==> src/rtl/seek_seq_pkg.sv <==
package seek_seq_pkg;

    localparam int TRK_W  = 8;
    localparam int TICK_W = 8;

    localparam logic [1:0] ADDR_CMD    = 2'd0;
    localparam logic [1:0] ADDR_TRACK  = 2'd1;
    localparam logic [1:0] ADDR_TARGET = 2'd2;

    localparam logic [3:0] OP_SEEK  = 4'h1;
    localparam logic [3:0] OP_ABORT = 4'hD;

    typedef enum logic [1:0] {
        SQ_IDLE,
        SQ_STEP,
        SQ_VERIFY
    } seq_state_e;

    typedef struct packed {
        logic [3:0] op;
        logic       spare;
        logic       verify;
        logic [1:0] rate;
    } cmd_t;

    typedef struct packed {
        logic busy;
        logic crc_err;
        logic seek_err;
    } stat_t;

    // Number of 1 kHz ticks between step pulses for each rate code
    function automatic logic [TICK_W-1:0] rate_ticks(input logic [1:0] code);
        case (code)
            2'd0:    return TICK_W'(6);
            2'd1:    return TICK_W'(12);
            2'd2:    return TICK_W'(20);
            default: return TICK_W'(30);
        endcase
    endfunction

    function automatic logic [7:0] pack_status(input stat_t s);
        return {3'b000, s.seek_err, s.crc_err, 2'b00, s.busy};
    endfunction

endpackage

==> src/rtl/seek_step_timer.sv <==
module seek_step_timer #(
    parameter int CNT_W = 8
) (
    input  logic             clk,
    input  logic             rst,
    input  logic             clear,
    input  logic             run,
    input  logic             tick,
    input  logic [CNT_W-1:0] interval,
    output logic             due
);
    logic [CNT_W-1:0] cnt_q;

    // Fires on the tick that completes one full interval
    assign due = run && tick && (cnt_q == interval - 1'b1);

    always_ff @(posedge clk) begin
        if (rst || clear) begin
            cnt_q <= '0;
        end else if (due) begin
            cnt_q <= '0;
        end else if (run && tick) begin
            cnt_q <= cnt_q + 1'b1;
        end
    end
endmodule

==> src/rtl/seek_id_verify.sv <==
module seek_id_verify #(
    parameter int TRK_W     = 8,
    parameter int IDX_LIMIT = 5
) (
    input  logic             clk,
    input  logic             rst,
    input  logic             active,
    input  logic             index_pulse,
    input  logic             id_valid,
    input  logic [TRK_W-1:0] id_track,
    input  logic             id_crc_ok,
    input  logic [TRK_W-1:0] cur_track,
    output logic             pass,
    output logic             crc_fail,
    output logic             timeout
);
    localparam int IW = $clog2(IDX_LIMIT + 1);

    logic [IW-1:0] idx_q;

    assign pass     = active && id_valid && id_crc_ok && (id_track == cur_track);
    assign crc_fail = active && id_valid && !id_crc_ok;
    assign timeout  = active && !pass && !crc_fail && index_pulse
                      && (idx_q == IW'(IDX_LIMIT - 1));

    always_ff @(posedge clk) begin
        if (rst || !active) begin
            idx_q <= '0;
        end else if (index_pulse) begin
            idx_q <= idx_q + 1'b1;
        end
    end
endmodule

==> src/rtl/seek_sequencer.sv <==
module seek_sequencer
    import seek_seq_pkg::*;
#(
    parameter int IDX_LIMIT = 5
) (
    input  logic       clk,
    input  logic       rst,
    input  logic       tick_1k,
    input  logic       wr_en,
    input  logic       rd_en,
    input  logic [1:0] addr,
    input  logic [7:0] wdata,
    output logic [7:0] rdata,
    input  logic       index_pulse,
    input  logic       id_valid,
    input  logic [7:0] id_track,
    input  logic       id_crc_ok,
    output logic       step_o,
    output logic       step_dir_o,
    output logic       irq_o
);
    seq_state_e       state_q;
    logic [TRK_W-1:0] track_q;
    logic [TRK_W-1:0] target_q;
    logic             verify_q;
    logic [1:0]       rate_q;
    logic             dir_q;
    stat_t            stat_q;
    logic             irq_q;
    logic             step_q;

    cmd_t cmd_in;
    logic unused_spare;
    logic cmd_wr, abort_req, seek_req, stat_rd, busy_q;
    logic at_target, stepping, step_due;
    logic vf_pass, vf_crc, vf_timeout, vf_active;

    assign cmd_in       = cmd_t'(wdata);
    assign unused_spare = cmd_in.spare;
    assign busy_q       = stat_q.busy;

    assign cmd_wr    = wr_en && (addr == ADDR_CMD);
    assign abort_req = cmd_wr && (cmd_in.op == OP_ABORT);
    assign seek_req  = cmd_wr && (cmd_in.op == OP_SEEK) && (state_q == SQ_IDLE);
    assign stat_rd   = rd_en && (addr == ADDR_CMD);
    assign at_target = (track_q == target_q);
    assign stepping  = (state_q == SQ_STEP) && !at_target;
    assign vf_active = (state_q == SQ_VERIFY);

    seek_step_timer #(.CNT_W(TICK_W)) u_timer (
        .clk      (clk),
        .rst      (rst),
        .clear    (seek_req),
        .run      (stepping),
        .tick     (tick_1k),
        .interval (rate_ticks(rate_q)),
        .due      (step_due)
    );

    seek_id_verify #(.TRK_W(TRK_W), .IDX_LIMIT(IDX_LIMIT)) u_verify (
        .clk         (clk),
        .rst         (rst),
        .active      (vf_active),
        .index_pulse (index_pulse),
        .id_valid    (id_valid),
        .id_track    (id_track),
        .id_crc_ok   (id_crc_ok),
        .cur_track   (track_q),
        .pass        (vf_pass),
        .crc_fail    (vf_crc),
        .timeout     (vf_timeout)
    );

    always_ff @(posedge clk) begin
        if (rst) begin
            state_q  <= SQ_IDLE;
            track_q  <= '0;
            target_q <= '0;
            verify_q <= 1'b0;
            rate_q   <= 2'd0;
            dir_q    <= 1'b0;
            stat_q   <= '0;
            irq_q    <= 1'b0;
            step_q   <= 1'b0;
        end else begin
            step_q <= 1'b0;
            if (stat_rd) irq_q <= 1'b0;
            if (abort_req) begin
                state_q     <= SQ_IDLE;
                stat_q.busy <= 1'b0;
                irq_q       <= 1'b1;
            end else begin
                case (state_q)
                    SQ_IDLE: begin
                        if (seek_req) begin
                            state_q         <= SQ_STEP;
                            stat_q.busy     <= 1'b1;
                            stat_q.crc_err  <= 1'b0;
                            stat_q.seek_err <= 1'b0;
                            verify_q        <= cmd_in.verify;
                            rate_q          <= cmd_in.rate;
                            if (!at_target) dir_q <= (target_q > track_q);
                        end else if (wr_en && addr == ADDR_TRACK) begin
                            track_q <= wdata;
                        end else if (wr_en && addr == ADDR_TARGET) begin
                            target_q <= wdata;
                        end
                    end
                    SQ_STEP: begin
                        if (at_target) begin
                            if (verify_q) begin
                                state_q <= SQ_VERIFY;
                            end else begin
                                state_q     <= SQ_IDLE;
                                stat_q.busy <= 1'b0;
                                irq_q       <= 1'b1;
                            end
                        end else if (step_due) begin
                            step_q  <= 1'b1;
                            track_q <= dir_q ? track_q + 1'b1 : track_q - 1'b1;
                        end
                    end
                    SQ_VERIFY: begin
                        if (vf_pass || vf_crc || vf_timeout) begin
                            state_q         <= SQ_IDLE;
                            stat_q.busy     <= 1'b0;
                            stat_q.crc_err  <= vf_crc;
                            stat_q.seek_err <= vf_timeout;
                            irq_q           <= 1'b1;
                        end
                    end
                    default: state_q <= SQ_IDLE;
                endcase
            end
        end
    end

    always_comb begin
        case (addr)
            ADDR_CMD:    rdata = pack_status(stat_q);
            ADDR_TRACK:  rdata = track_q;
            ADDR_TARGET: rdata = target_q;
            default:     rdata = 8'h00;
        endcase
    end

    assign step_o     = step_q;
    assign step_dir_o = dir_q;
    assign irq_o      = irq_q;
endmodule

==> config.mk <==
export PLATFORM = sky130hd
export DESIGN_NAME = seek_sequencer
export DESIGN_NICKNAME = d
export VERILOG_FILES = /design/src/rtl/seek_seq_pkg.sv /design/src/rtl/seek_step_timer.sv /design/src/rtl/seek_id_verify.sv /design/src/rtl/seek_sequencer.sv
export SDC_FILE = /design/constraint.sdc
export NUM_CORES = 1
export LEC_CHECK = 0
export CAP_MARGIN = 20
export CORE_MARGIN = 2
export CORE_UTILIZATION = 50
export CTS_CLUSTER_DIAMETER = 120
export DETAILED_ROUTE_END_ITERATION = 12
export PLACE_DENSITY = 0.74
export SYNTH_ARGS = -nofsm -noshare
export SYNTH_HDL_FRONTEND = slang
export SYNTH_SLANG_ARGS = --single-unit
==> constraint.sdc <==
create_clock -name clk -period 4 [get_ports clk]
set_clock_uncertainty 0.05 [all_clocks]
set_input_delay 0.6 -clock clk [delete_from_list [all_inputs] [get_ports clk]]
set_output_delay 0.6 -clock clk [all_outputs]
set_load 0.05 [all_outputs]
==> results of run 1 <==
==> cells by family after synthesis <==
| group | after synthesis | share of synthesized area |
|---|---|---|
| adders and majority gates | 24 | 0.115 |
| AOI/OAI and AO/OA | 82 | 0.211 |
| and+or+nand+nor | 117 | 0.223 |
| DFF | 38 | 0.285 |
| buffers and inverters | 28 | 0.0445 |
| muxes | 13 | 0.0488 |
| xor gates and xnor gates | 22 | 0.0722 |
==> power breakdown <==
part           switching, mW  internal (mW)  total (mW)
combinational          0.201          0.161       0.362
clock                  0.137          0.186       0.323
sequential            0.0347          0.397       0.432
==> sequential cells by signal (all words and copies together) (netlist names) <==
| signal | cells |
|---|---|
| busy_q | 1 |
| irq_o | 1 |
| rate_q | 2 |
| stat_q | 2 |
| state_q | 2 |
| step_dir_o | 1 |
| step_o | 1 |
| target_q | 8 |
| track_q | 8 |
| u_timer.cnt_q | 8 |
| u_verify.idx_q | 3 |
| verify_q | 1 |
==> worst max-delay path, delay by kind of cell <==
family,cells,cell delay (ps)
buffers and inverters,2,1450
AOI/OAI and AO/OA,1,240
and+or+nand+nor,1,520
==> synthesized netlist by cell type (3+ instances only) <==
| library cell | count | area (sq um) |
|---|---|---|
| xnor2_1 | 9 | 78.8 |
| nand4_1 | 7 | 43.8 |
| and3_1 | 4 | 25.0 |
| a2111oi_0 | 3 | 26.3 |
| xor2_1 | 13 | 114 |
| a21oi_1 | 23 | 115 |
| clkbuf_1 | 6 | 22.5 |
| and2_1 | 3 | 18.8 |
| nand3_1 | 7 | 35.0 |
| dfxtp_1 | 38 | 761 |
| ha_1 | 23 | 288 |
| a211oi_1 | 8 | 60.1 |
| inv_1 | 20 | 75.1 |
| nor2_1 | 28 | 105 |
| mux2i_1 | 13 | 130 |
| nor3_1 | 4 | 20.0 |
| o31ai_1 | 5 | 37.5 |
| a21o_1 | 3 | 22.5 |
| nand3b_1 | 4 | 30.0 |
| a22o_1 | 5 | 43.8 |
| nand2_1 | 36 | 135 |
| o21ai_0 | 11 | 55.1 |
| nor2b_1 | 7 | 43.8 |
==> path summary, 6_finish.rpt <==
path	startpoint	slack [ps]	endpoint	cells after the start
worst max-delay path	addr[1]	540	rdata[5]	4
worst min-delay path	stat_q[1]	430	stat_q[1]	2
worst max register to register	track_q[3]	1280	track_q[1]	7
worst min register to register	stat_q[1]	430	stat_q[1]	2
==> per-layer routing <==
metal / up-vias / part of all wire / track usage / wire, um
li1: 1255 / - / - / -
met1: 1176 / 0.42 / 0.337 / 3090
met2: 126 / 0.46 / 0.415 / 3420
met3: 20 / 0.087 / 0.0541 / 639
met4: 0 / 0.032 / 0.0946 / 233
met5: - / 0 / 0 / 0
==> area by class of cell <==
class / count / share of cell area
Sequential cell: 38 / 0.238
Timing Repair Buffer: 38 / 0.117
Tap cell: 70 / 0.0274
Inverter: 20 / 0.0235
Multi-Input combinational cell: 258 / 0.559
Clock buffer: 6 / 0.0227
Clock inverter: 2 / 0.0117
==> stage by stage <==
stage	std cells	total power, mW	setup slack, ps	area (sq um)	util
after floorplan	324	0.683	1290	2670	-
after global placement	424	0.789	598	3090	0.601
after detailed placement	424	0.793	563	3090	0.601
after CTS	432	1.12	564	3200	0.622
after global routing	432	1.17	391	3200	0.622
final	432	1.12	541	3200	0.622
==> impl_metrics.yaml, run 1 <==
die:
  core_area_sq_um: 5140
  io_pins: 37
  die-area_sq_um: 5940
  start_util: 0.519
  dieHeight_um: 77.1
  fp-row-count: 26
  die_x_um: 77.1
critical_path:
  crit_fanout: 8
  worstPathArrival_ps: 2810
  critPathKind: "primary input to output pin"
  crit_path_max_incr_delay_ps: 800
  cp_slowest_cell: "clkdlybuf4s50_1"
  worstPathRequired_ps: 3350
  crit_path_start_kind: "primary input"
  path_cells: "clkdlybuf4s50_1 > nor2b_1 > a22o_1 > clkdlybuf4s50_1"
  crit_top_cell: "clkdlybuf4s50_1"
  critPathCaptureType: "output pin"
clock_tree:
  hold_buffers: 0
  numCtsBuffers: 5
  insertion_delay_ps: 290
  clk_root_buffer_cell: "clkbuf_8"
  cts_resized: 0
  tritoncts: "yes"
  clock-sinks: 38
  clk_pin_slew_ps: 70
  cts_setup_buffers: 0
  ctsHtreeMaxLevel: 2
  cts_buffer_depth: 2
routing:
  wl_per_cell_um: 17.1
  firstDrtPassIters: 5
  vias_per_cell: 5.97
  route.final.wire_length_um: 7390
  vias: 2577
  drt_iter0_markers: 185
  drc_errors: 0
  antenna_left: 0
grt:
  track_usage: 0.256
  grt_max_degree: 25
  antenna_found_initial: 0
  grt.overflow.total: 0
  grt_pass1_wl_um: 12100
  grt_pass1_vias: 2444
logic_synthesis:
  async_flop_share: 0
  synth_ff_type: "dfxtp_1"
  ys_seq_elements: 38
  netlist_instances: 324
  syn_area_sq_um: 2670
  yosysWarnings: 0
  syn-num-nets: 374
  ys_types: 55
  synth.yosys.seq_area_share: 0.285
  avgSynthCellArea_sq_um: 8.24
  synth_edf_count: 0
placed_design:
  io_buffer_count: 36
  routabilityCongestion: 0.955
  dp_hpwl_um: 5600
timing:
  clock.fmax_ghz: 0.289
  final-hold-violation-count: 0
  finalCritPeriodShare: 0.865
  setup_violations: 0
  hold_ws_ps: 432
  min_period_ps: 3460
  drv_slew: 0
  worst_pin_slew_ps: 744
  setup_tns_ps: 0
  max_slew_margin: 0.500
  rsz0062_at_grt: "false"
final_layout:
  final_cell_mix: "dfxtp_1 (38), nand2_1 (36), clkdlybuf4s50_1 (36), nor2_1 (28)"
  drive_above_1_share: 0.0442
  layout_commonest_cell: "dfxtp_1"
  fin_nets: 411
  multiInputGateArea_sq_um: 1790
  antennaDiodeCount: 0
  seq_area_sq_um: 761
  area_growth_pct: 19.8
  fillers: 475
power:
  peakVddDrop_mv: 0.200
  powerDensity_nw_per_um2: 349
  p_leak_nw: 1.23
hold_path:
  hold_path_class: "flop to flop"
outcome:
  status: "finished, final reports clean"
run:
  drv_cap: 0
Power figures use the tool's default switching activity.
==> run 2, diff against run 1 <==
--- a/config.mk
+++ b/config.mk
@@ -6,11 +6,12 @@
 export NUM_CORES = 1
 export LEC_CHECK = 0
 export CAP_MARGIN = 20
+export CORE_ASPECT_RATIO = 0.8
 export CORE_MARGIN = 2
-export CORE_UTILIZATION = 50
+export CORE_UTILIZATION = 59
 export CTS_CLUSTER_DIAMETER = 120
 export DETAILED_ROUTE_END_ITERATION = 12
-export PLACE_DENSITY = 0.74
+export PLACE_DENSITY = 0.85
 export SYNTH_ARGS = -nofsm -noshare
 export SYNTH_HDL_FRONTEND = slang
 export SYNTH_SLANG_ARGS = --single-unit
==> impl_metrics.yaml, run 2 (same netlist as run 1, synthesis figures left out) <==
timing:
  max_slew_margin: 0.550
  final-hold-violation-count: 0
  finalCritPeriodShare: 0.859
  clock.fmax_ghz: 0.291
  drv_slew: 0
  rsz0062_at_grt: "false"
  setup_tns_ps: 0
  setup_violations: 0
  worst_pin_slew_ps: 670
  min_period_ps: 3440
final_layout:
  multiInputGateArea_sq_um: 1790
  area_growth_pct: 18.5
  fin_nets: 411
  finalNonFillerCells: 419
  top_regs: "target_q: 8 flops, track_q: 8 flops, u_timer.cnt_q: 8 flops"
  drive_above_1_share: 0.0442
  antennaDiodeCount: 0
  fillers: 362
  layout_commonest_cell: "dfxtp_1"
  seq_area_sq_um: 761
  final_cell_mix: "dfxtp_1 (38), nand2_1 (36), clkdlybuf4s50_1 (36), nor2_1 (28)"
grt:
  grt_pass1_vias: 2478
  use_met1: 0.448
  grt_max_degree: 25
  track_usage: 0.316
  grt_pass1_wl_um: 12300
  grt_util_met3: 0.0876
  top_usage_layer: "met2"
  grt.overflow.total: 0
  use_met2: 0.472
  antenna_found_initial: 0
placed_design:
  routabilityCongestion: 0.919
  dp_hpwl_um: 5560
  io_buffer_count: 36
  post-place-cells: 411
outcome:
  status: "finished, final reports clean"
die:
  fp-row-count: 21
  die-area_sq_um: 5080
  die_x_um: 79.2
  core_area_sq_um: 4260
  start_util: 0.627
  dieHeight_um: 64.2
  io_pins: 37
clock_tree:
  clock-sinks: 38
  cts_buffer_depth: 2
  clk_pin_slew_ps: 80
  ctsHtreeMaxLevel: 2
  clk_root_buffer_cell: "clkbuf_8"
  cts_resized: 0
  tritoncts: "yes"
  hold_buffers: 0
  numCtsBuffers: 5
  insertion_delay_ps: 290
  cts_setup_buffers: 0
routing:
  antenna_left: 0
  drt_iter0_markers: 339
  wl_per_cell_um: 17.5
  vias: 2624
  route.final.wire_length_um: 7340
  drc_errors: 0
  firstDrtPassIters: 6
  vias_per_cell: 6.26
critical_path:
  crit_path_start_kind: "primary input"
  crit_path_max_incr_delay_ps: 800
  cp_slowest_cell: "clkdlybuf4s50_1"
  crit_top_cell: "clkdlybuf4s50_1"
  critPathKind: "primary input to output pin"
  worstPathRequired_ps: 3350
  worstPathArrival_ps: 2790
  crit_fanout: 8
  critPathCaptureType: "output pin"
  path_cells: "clkdlybuf4s50_1 > nor2b_1 > a22o_1 > clkdlybuf4s50_1"
run:
  drv_cap: 0
hold_path:
  hold_path_class: "flop to flop"
power:
  p_leak_nw: 1.22
  peakVddDrop_mv: 0.247
  powerDensity_nw_per_um2: 344
-- run 2: cell types whose count changed in the layout (fill, tap and decap cells not counted) --
cell,change
clkbuf_8,+1
bufinv_16,-1
clkinv_2,+1
clkinvlp_4,-1
-- run 2: cell type report --
| class | count | area share |
|---|---|---|
| Timing Repair Buffer | 38 | 0.119 |
| Clock buffer | 7 | 0.0273 |
| Inverter | 20 | 0.0237 |
| Sequential cell | 38 | 0.241 |
| Multi-Input combinational cell | 258 | 0.566 |
| Clock inverter | 1 | 0.00158 |
| Tap cell | 57 | 0.0225 |
-- run 2: per-layer routing --
| layer | part of all wire | routed length [um] | vias to the layer above |
|---|---|---|---|
| met2 | 0.43 | 3170 | 151 |
| li1 | - | - | 1252 |
| met3 | 0.099 | 726 | 14 |
| met1 | 0.45 | 3320 | 1207 |
| met5 | 0 | 0 | - |
| met4 | 0.017 | 124 | 0 |
-- run 2: worst paths after layout --
path,start,end,slack (ps),cells after the start
max,addr[0],rdata[7],560,4
min,stat_q[1],stat_q[1],430,2
max reg2reg,track_q[7],track_q[1],1210,7
min reg2reg,stat_q[1],stat_q[1],430,2
-- run 2: power breakdown --
| part | switching [mW] | total [mW] | internal, mW |
|---|---|---|---|
| logic | 0.210 | 0.372 | 0.162 |
| clock network | 0.142 | 0.281 | 0.139 |
| registers | 0.0369 | 0.434 | 0.397 |
-- run 2: critical path, delay by kind of cell --
family / cells / cell delay (ps)
AO/OA/AOI/OAI: 1 / 230
buffers and inverters: 2 / 1400
AND/OR/NAND/NOR: 1 / 550
-- run 2: metrics by stage --
stage                     hold WS (ps)  setup WS, ps   util  power, mW  area, sq um
after floorplan                    384          1290      -      0.683         2670
after global placement             419           610  0.722      0.786         3070
after detailed placement           417           580  0.722      0.799         3070
after CTS                          431           594  0.743       1.08         3160
after global routing               452           468  0.743       1.14         3160
final                              427           565  0.743       1.09         3160
==> run 3, diff against run 2 <==
--- a/config.mk
+++ b/config.mk
@@ -12,6 +12,7 @@
 export CTS_CLUSTER_DIAMETER = 120
 export DETAILED_ROUTE_END_ITERATION = 12
 export PLACE_DENSITY = 0.85
+export SLEW_MARGIN = 20
 export SYNTH_ARGS = -nofsm -noshare
 export SYNTH_HDL_FRONTEND = slang
 export SYNTH_SLANG_ARGS = --single-unit
==> results of run 3 <==
No change in the layout: final DEF, timing and power equal those of run 2.
